--- src/rtl/page_write_pkg.sv ---
package page_write_pkg;

    typedef enum logic [2:0] {
        ST_IDLE   = 3'd0,
        ST_LOCATE = 3'd1,
        ST_PLAN   = 3'd2,
        ST_CMD    = 3'd3,
        ST_DATA   = 3'd4,
        ST_POLL   = 3'd5
    } seq_state_e;

    typedef enum logic [1:0] {
        CMD_LOAD = 2'd0,
        CMD_PROG = 2'd1,
        CMD_CMP  = 2'd2
    } flash_cmd_e;

    localparam int CMP_FLAG_BIT = 6;
    localparam int DEV_ADDR_W   = 24;

    function automatic logic [7:0] cmd_opcode(flash_cmd_e c);
        case (c)
            CMD_LOAD: return 8'h53;
            CMD_PROG: return 8'h82;
            default:  return 8'h60;
        endcase
    endfunction

endpackage

--- src/rtl/page_chunk_plan.sv ---
module page_chunk_plan #(
    parameter int PAGE_SIZE = 264,
    parameter int OFS_W     = 9,
    parameter int LEN_W     = 20
) (
    input  logic [OFS_W-1:0] ofs,
    input  logic [LEN_W-1:0] left,
    output logic [OFS_W-1:0] chunk,
    output logic             partial
);
    logic [OFS_W-1:0] room;

    always_comb begin
        room = OFS_W'(PAGE_SIZE) - ofs;
        if (left >= LEN_W'(room)) chunk = room;
        else                      chunk = left[OFS_W-1:0];
        partial = (chunk != OFS_W'(PAGE_SIZE));
    end
endmodule

--- src/rtl/page_cmd_bytes.sv ---
module page_cmd_bytes
    import page_write_pkg::*;
#(
    parameter int PAGE_SHIFT = 9,
    parameter int PG_W       = 12,
    parameter int OFS_W      = 9
) (
    input  flash_cmd_e       cmd,
    input  logic [PG_W-1:0]  page,
    input  logic [OFS_W-1:0] ofs,
    input  logic [1:0]       idx,
    output logic [7:0]       tx_byte
);
    logic [DEV_ADDR_W-1:0] dev_addr;

    always_comb begin
        dev_addr = (DEV_ADDR_W'(page) << PAGE_SHIFT)
                 + ((cmd == CMD_PROG) ? DEV_ADDR_W'(ofs) : '0);
        case (idx)
            2'd0:    tx_byte = cmd_opcode(cmd);
            2'd1:    tx_byte = dev_addr[23:16];
            2'd2:    tx_byte = dev_addr[15:8];
            default: tx_byte = dev_addr[7:0];
        endcase
    end
endmodule

--- src/rtl/page_write_seq.sv ---
module page_write_seq
    import page_write_pkg::*;
#(
    parameter int PAGE_SIZE  = 264,
    parameter int PAGE_SHIFT = 9,
    parameter int NUM_PAGES  = 2048,
    localparam int DEV_BYTES = NUM_PAGES * PAGE_SIZE,
    localparam int LEN_W     = $clog2(DEV_BYTES + 1),
    localparam int PG_W      = $clog2(NUM_PAGES + 1),
    localparam int OFS_W     = $clog2(PAGE_SIZE + 1)
) (
    input  logic             clk,
    input  logic             rst_n,
    input  logic             start,
    input  logic [LEN_W-1:0] start_addr,
    input  logic [LEN_W-1:0] length,
    output logic             busy,
    output logic             done,
    output logic [LEN_W-1:0] bytes_written,
    output logic             verify_err,
    output logic             range_err,
    input  logic             in_valid,
    input  logic [7:0]       in_data,
    output logic             in_ready,
    output logic             spi_cs,
    output logic             spi_tx_valid,
    output logic [7:0]       spi_tx_data,
    input  logic             spi_tx_ready,
    output logic             poll_req,
    input  logic             poll_done,
    input  logic [7:0]       poll_status
);
    typedef struct packed {
        seq_state_e       st;
        flash_cmd_e       cmd;
        logic [PG_W-1:0]  page;
        logic [OFS_W-1:0] ofs;
        logic [LEN_W-1:0] scan;
        logic [LEN_W-1:0] left;
        logic [LEN_W-1:0] total;
        logic [LEN_W-1:0] written;
        logic [OFS_W-1:0] chunk;
        logic [OFS_W-1:0] cnt;
        logic [1:0]       idx;
        logic             done;
        logic             verr;
        logic             rerr;
    } seq_t;

    seq_t q, d;

    logic [OFS_W-1:0] plan_chunk;
    logic             plan_partial;
    logic [7:0]       cmd_byte;

    page_chunk_plan #(.PAGE_SIZE(PAGE_SIZE), .OFS_W(OFS_W), .LEN_W(LEN_W)) u_plan (
        .ofs(q.ofs), .left(q.left), .chunk(plan_chunk), .partial(plan_partial)
    );

    page_cmd_bytes #(.PAGE_SHIFT(PAGE_SHIFT), .PG_W(PG_W), .OFS_W(OFS_W)) u_cmd (
        .cmd(q.cmd), .page(q.page), .ofs(q.ofs), .idx(q.idx), .tx_byte(cmd_byte)
    );

    always_comb begin
        d            = q;
        d.done       = 1'b0;
        spi_tx_valid = 1'b0;
        spi_tx_data  = 8'h00;
        in_ready     = 1'b0;
        poll_req     = 1'b0;
        case (q.st)
            ST_IDLE: if (start) begin
                d.verr    = 1'b0;
                d.rerr    = 1'b0;
                d.written = '0;
                d.total   = length;
                if (length == '0) begin
                    d.done = 1'b1;
                end else if (({1'b0, start_addr} + {1'b0, length}) > (LEN_W+1)'(DEV_BYTES)) begin
                    d.done = 1'b1;
                    d.rerr = 1'b1;
                end else begin
                    d.scan = start_addr;
                    d.page = '0;
                    d.left = length;
                    d.st   = ST_LOCATE;
                end
            end
            ST_LOCATE: begin
                if (q.scan >= LEN_W'(PAGE_SIZE)) begin
                    d.scan = q.scan - LEN_W'(PAGE_SIZE);
                    d.page = q.page + 1'b1;
                end else begin
                    d.ofs = q.scan[OFS_W-1:0];
                    d.st  = ST_PLAN;
                end
            end
            ST_PLAN: begin
                d.chunk = plan_chunk;
                d.idx   = '0;
                d.cnt   = '0;
                d.cmd   = plan_partial ? CMD_LOAD : CMD_PROG;
                d.st    = ST_CMD;
            end
            ST_CMD: begin
                spi_tx_valid = 1'b1;
                spi_tx_data  = cmd_byte;
                if (spi_tx_ready) begin
                    d.idx = q.idx + 1'b1;
                    if (q.idx == 2'd3) d.st = (q.cmd == CMD_PROG) ? ST_DATA : ST_POLL;
                end
            end
            ST_DATA: begin
                spi_tx_valid = in_valid;
                spi_tx_data  = in_data;
                in_ready     = spi_tx_ready;
                if (in_valid && spi_tx_ready) begin
                    d.cnt = q.cnt + 1'b1;
                    if (q.cnt == q.chunk - 1'b1) d.st = ST_POLL;
                end
            end
            ST_POLL: begin
                poll_req = 1'b1;
                if (poll_done) begin
                    d.idx = '0;
                    case (q.cmd)
                        CMD_LOAD: begin d.cmd = CMD_PROG; d.st = ST_CMD; end
                        CMD_PROG: begin d.cmd = CMD_CMP;  d.st = ST_CMD; end
                        default: begin
                            if (poll_status[CMP_FLAG_BIT]) begin
                                d.verr = 1'b1;
                                d.done = 1'b1;
                                d.st   = ST_IDLE;
                            end else begin
                                d.written = q.written + LEN_W'(q.chunk);
                                d.left    = q.left - LEN_W'(q.chunk);
                                d.page    = q.page + 1'b1;
                                d.ofs     = '0;
                                if (q.left == LEN_W'(q.chunk)) begin
                                    d.done = 1'b1;
                                    d.st   = ST_IDLE;
                                end else begin
                                    d.st = ST_PLAN;
                                end
                            end
                        end
                    endcase
                end
            end
            default: d.st = ST_IDLE;
        endcase
    end

    always_ff @(posedge clk or negedge rst_n) begin
        if (!rst_n) q <= '0;
        else        q <= d;
    end

    assign busy          = (q.st != ST_IDLE);
    assign done          = q.done;
    assign bytes_written = q.written;
    assign verify_err    = q.verr;
    assign range_err     = q.rerr;
    assign spi_cs        = (q.st == ST_CMD) || (q.st == ST_DATA);

    assert_zero_len_done_R1: assert property (@(posedge clk) disable iff (!rst_n)
        (start && !busy && length == '0) |=> (done && !range_err && !verify_err));

    assert_range_quiet_R2: assert property (@(posedge clk) disable iff (!rst_n)
        range_err |-> (!spi_cs && !poll_req));

    assert_stop_on_mismatch_R7: assert property (@(posedge clk) disable iff (!rst_n)
        $rose(verify_err) |-> (done && !busy));

    assert_written_bounded_R8: assert property (@(posedge clk) disable iff (!rst_n)
        bytes_written <= q.total);

    assert_in_ready_in_frame_R9: assert property (@(posedge clk) disable iff (!rst_n)
        in_ready |-> (spi_cs && spi_tx_ready));

    assert_cs_off_while_polling_R10: assert property (@(posedge clk) disable iff (!rst_n)
        poll_req |-> !spi_cs);
endmodule

--- config.mk ---
export PLATFORM = sky130hd
export DESIGN_NAME = page_write_seq
export DESIGN_NICKNAME = d
export VERILOG_FILES = /design/src/rtl/page_write_pkg.sv /design/src/rtl/page_chunk_plan.sv /design/src/rtl/page_cmd_bytes.sv /design/src/rtl/page_write_seq.sv
export SDC_FILE = /design/constraint.sdc
export NUM_CORES = 1
export LEC_CHECK = 0
export ABC_CLOCK_PERIOD_IN_PS = 7300
export CORE_ASPECT_RATIO = 2
export CORE_MARGIN = 4
export CORE_UTILIZATION = 55
export DETAILED_ROUTE_END_ITERATION = 10
export MAX_ROUTING_LAYER = met4
export PLACE_DENSITY = 0.78
export SLEW_MARGIN = 20
export SYNTH_ARGS = -nofsm -noshare
export SYNTH_HDL_FRONTEND = slang
export SYNTH_SLANG_ARGS = --single-unit
--- constraint.sdc ---
create_clock -name clk -period 7.3 [get_ports clk]
set_clock_uncertainty 0.1 [all_clocks]
set_input_delay 1.095 -clock clk [delete_from_list [all_inputs] [get_ports clk]]
set_output_delay 1.095 -clock clk [all_outputs]
set_load 0.05 [all_outputs]
==> qor.yml <==
htree_levels: 3
slowest_delay_ns: 0.83
synth_cell_types: 75
hold_viol: 0
synth_edf_count: 0
grt_setup_unrepaired: "no"
clock_latency_ns: 0.37
finalSetupTns_ns: 0
die_y_um: 186
grt_overflow_total: 0
die_x_um: 97.0
final_core_util_pct: 63.6
cp_slowest_cell: "o31ai_4"
grt_max_degree: 77
antenna_left: 0
ctsRootBufferMaster: "clkbuf_16"
synth_async_sr_flop_share_pct: 100
initialDrtViolationCount: 456
syn-instance-count: 1074
cts_buffers: 9
ioPinCount: 98
status: "finished clean"
post_cts_buffers: 0
final_nets: 1233
tightest_slew_ns: 1.14
crit_start: "start_addr[0]"
num_vias: 8396
final_cell_mix: "nand2_1 (122), dfrtp_1 (109), o21ai_0 (89), clkdlybuf4s50_1 (89), a21oi_1 (88)"
grt_pass1_vias: 8307
cp_cell_sequence: "clkdlybuf4s50_1 > ha_1 > fa_1 > a211oi_4 > o211ai_2 > a21oi_1 > xnor2_1 > nor4_1 > a41o_1 > a21oi_2 > o31ai_4 > buf_4 > nand2_1 > a22o_1"
worstSetupStartpointType: "input port"
fillers: 1379
total_power_mw: 1.45
dieArea_um2: 18000
post_dp_cell_area_um2: 9530
max_cap_viol_count: 0
max_slew_margin_pct: 22.1
ys.flop_type: "dfrtp_1"
hold_class: "reg2reg"
hp-start: "q[102]$_DFFE_PN0P_"
gp_congestion: 1.16
gr-usage-all-layers_pct: 29.2
post-route-period-util_pct: 75.5
cp.arrival_ns: 5.68
core_region_area_um2: 15500
ys_ff_latch: 109
placedCellCount: 1299
drt_pre_antenna_iters: 7
seq_area_frac_synth_pct: 31.3
power_density_nw_per_um2: 147
drcViolationCount: 0
floorplan.initialDensity_pct: 56.3
cp.required_ns: 7.46
totalWireLength_um: 25400
critPathCaptureType: "flip-flop"
syn_area_um2: 8700
clk_path_buf_depth: 2
place_hpwl_um: 19600
clock_sinks: 109
cts_resized: 0
layout_commonest_cell: "nand2_1"
post_drt_wl_per_cell_um: 19.3
antenna_found_initial: 0
path_class: "in2reg"
setup_violations: 0
viasPerCell: 6.38
ctsHoldBuffers: 0
yosys_warnings: 0
seqCellArea_um2: 2730
stdcell_count: 1315
crit_buf_inv: 2
max_clock_freq_ghz: 0.181
finalMaxSlewViolations: 0
period_minus_slack_ns: 5.51
p_leak_nw: 4.23
core.rowCount: 64
regToRegStartpoint: "q[126]$_DFFE_PN0P_"
final_cell_area_um2: 9820
synth_area_per_cell_um2: 8.10
worstPathMaxFanout: 29
cts_tree: "built"
crit_family: "compound AO/OA/AOI/OAI gates"
io_buffers: 90
grt_pass1_wl_um: 41200
area_delta_synth_final_pct: 12.9
multi_input_comb_area_um2: 5430
path_clk_slew_ns: 0.09
diodes: 0
syn_nets: 1195
ir_drop_mv: 0.114
layout-drive-gt1-share_pct: 4.30
[per-layer routing]
metal	vias to the layer above	GRT usage, %	wire length (um)
met3	102	3.08	1220
met1	3952	29.5	9100
met5	-	-	0
met2	330	53.1	13300
li1	4012	-	-
met4	0	19.0	1710
[logic make-up (layout without fill, tap and decap cells)]
group / Yosys count / after routing / synth area share [%]
fa+ha+maj: 59 / 59 / 8.74
simple gates: 378 / 378 / 20.8
compound gates: 350 / 350 / 26.4
mux: 12 / 12 / 1.44
buf+inv: 117 / 160 / 6.37
xor+xnor: 49 / 49 / 4.93
flops: 109 / 109 / 31.3
[worst reg2reg max path, cell delays in order (launching register included)]
cell	delay (ns)
dfrtp_1	0.55
nor2b_1	0.30
nand2_1	0.21
buf_4	0.44
nor2_1	0.27
nor2_1	0.79
a21oi_1	0.06
a21bo_2	0.67
mux2_1	0.40
[final cells by class]
type	count	area share, %
Multi-Input combinational cell	848	55.2
Inverter	46	1.76
Clock inverter	7	0.662
Clock buffer	9	2.29
Sequential cell	109	27.8
Tap cell	198	2.52
Timing Repair Buffer	98	9.76
[report_power, final]
part	internal (mW)	switching [mW]
registers	0.635	0.0341
logic	0.123	0.160
clock network	0.240	0.257
[Yosys cell counts, types with 16 or more instances]
cell,number,area (um^2)
a21o_1,20,150
a21oi_1,88,440
a22o_1,23,201
a31oi_1,30,188
buf_4,20,150
clkbuf_1,36,135
dfrtp_1,109,2730
ha_1,56,701
inv_1,45,169
nand2_1,122,458
nand3_1,36,180
nand4_1,18,113
nor2_1,82,308
nor3_1,29,145
o21ai_0,89,445
or3_1,16,100
xnor2_1,31,272
xor2_1,18,158
[sequential cells by signal (all words and copies together), names as in the netlist]
signal,cells
q,86
bytes_written,20
done,1
range_err,1
verify_err,1
[path summary, 6_finish.rpt]
kind                                       to  slack (ns)  depth (start not counted)
max                         q[93]$_DFFE_PN0P_        1.79                         14
min in group asynchronous   q[12]$_DFFE_PN0P_        0.57                          1
min                        q[102]$_DFFE_PN0P_        0.39                          1
min reg2reg                q[102]$_DFFE_PN0P_        0.39                          1
max reg2reg                 q[66]$_DFFE_PN0P_        3.40                          8
max in group asynchronous  q[121]$_DFFE_PN0P_        5.19                          2
[through the flow]
stage               setup slack, ns  hold slack [ns]
detailed placement             1.49            0.379
finish                         1.79            0.395
global route                   1.42            0.423
CTS                            1.89            0.399
floorplan                      2.94            0.357
global placement               1.54            0.372
(Power assumes the default switching activity.)
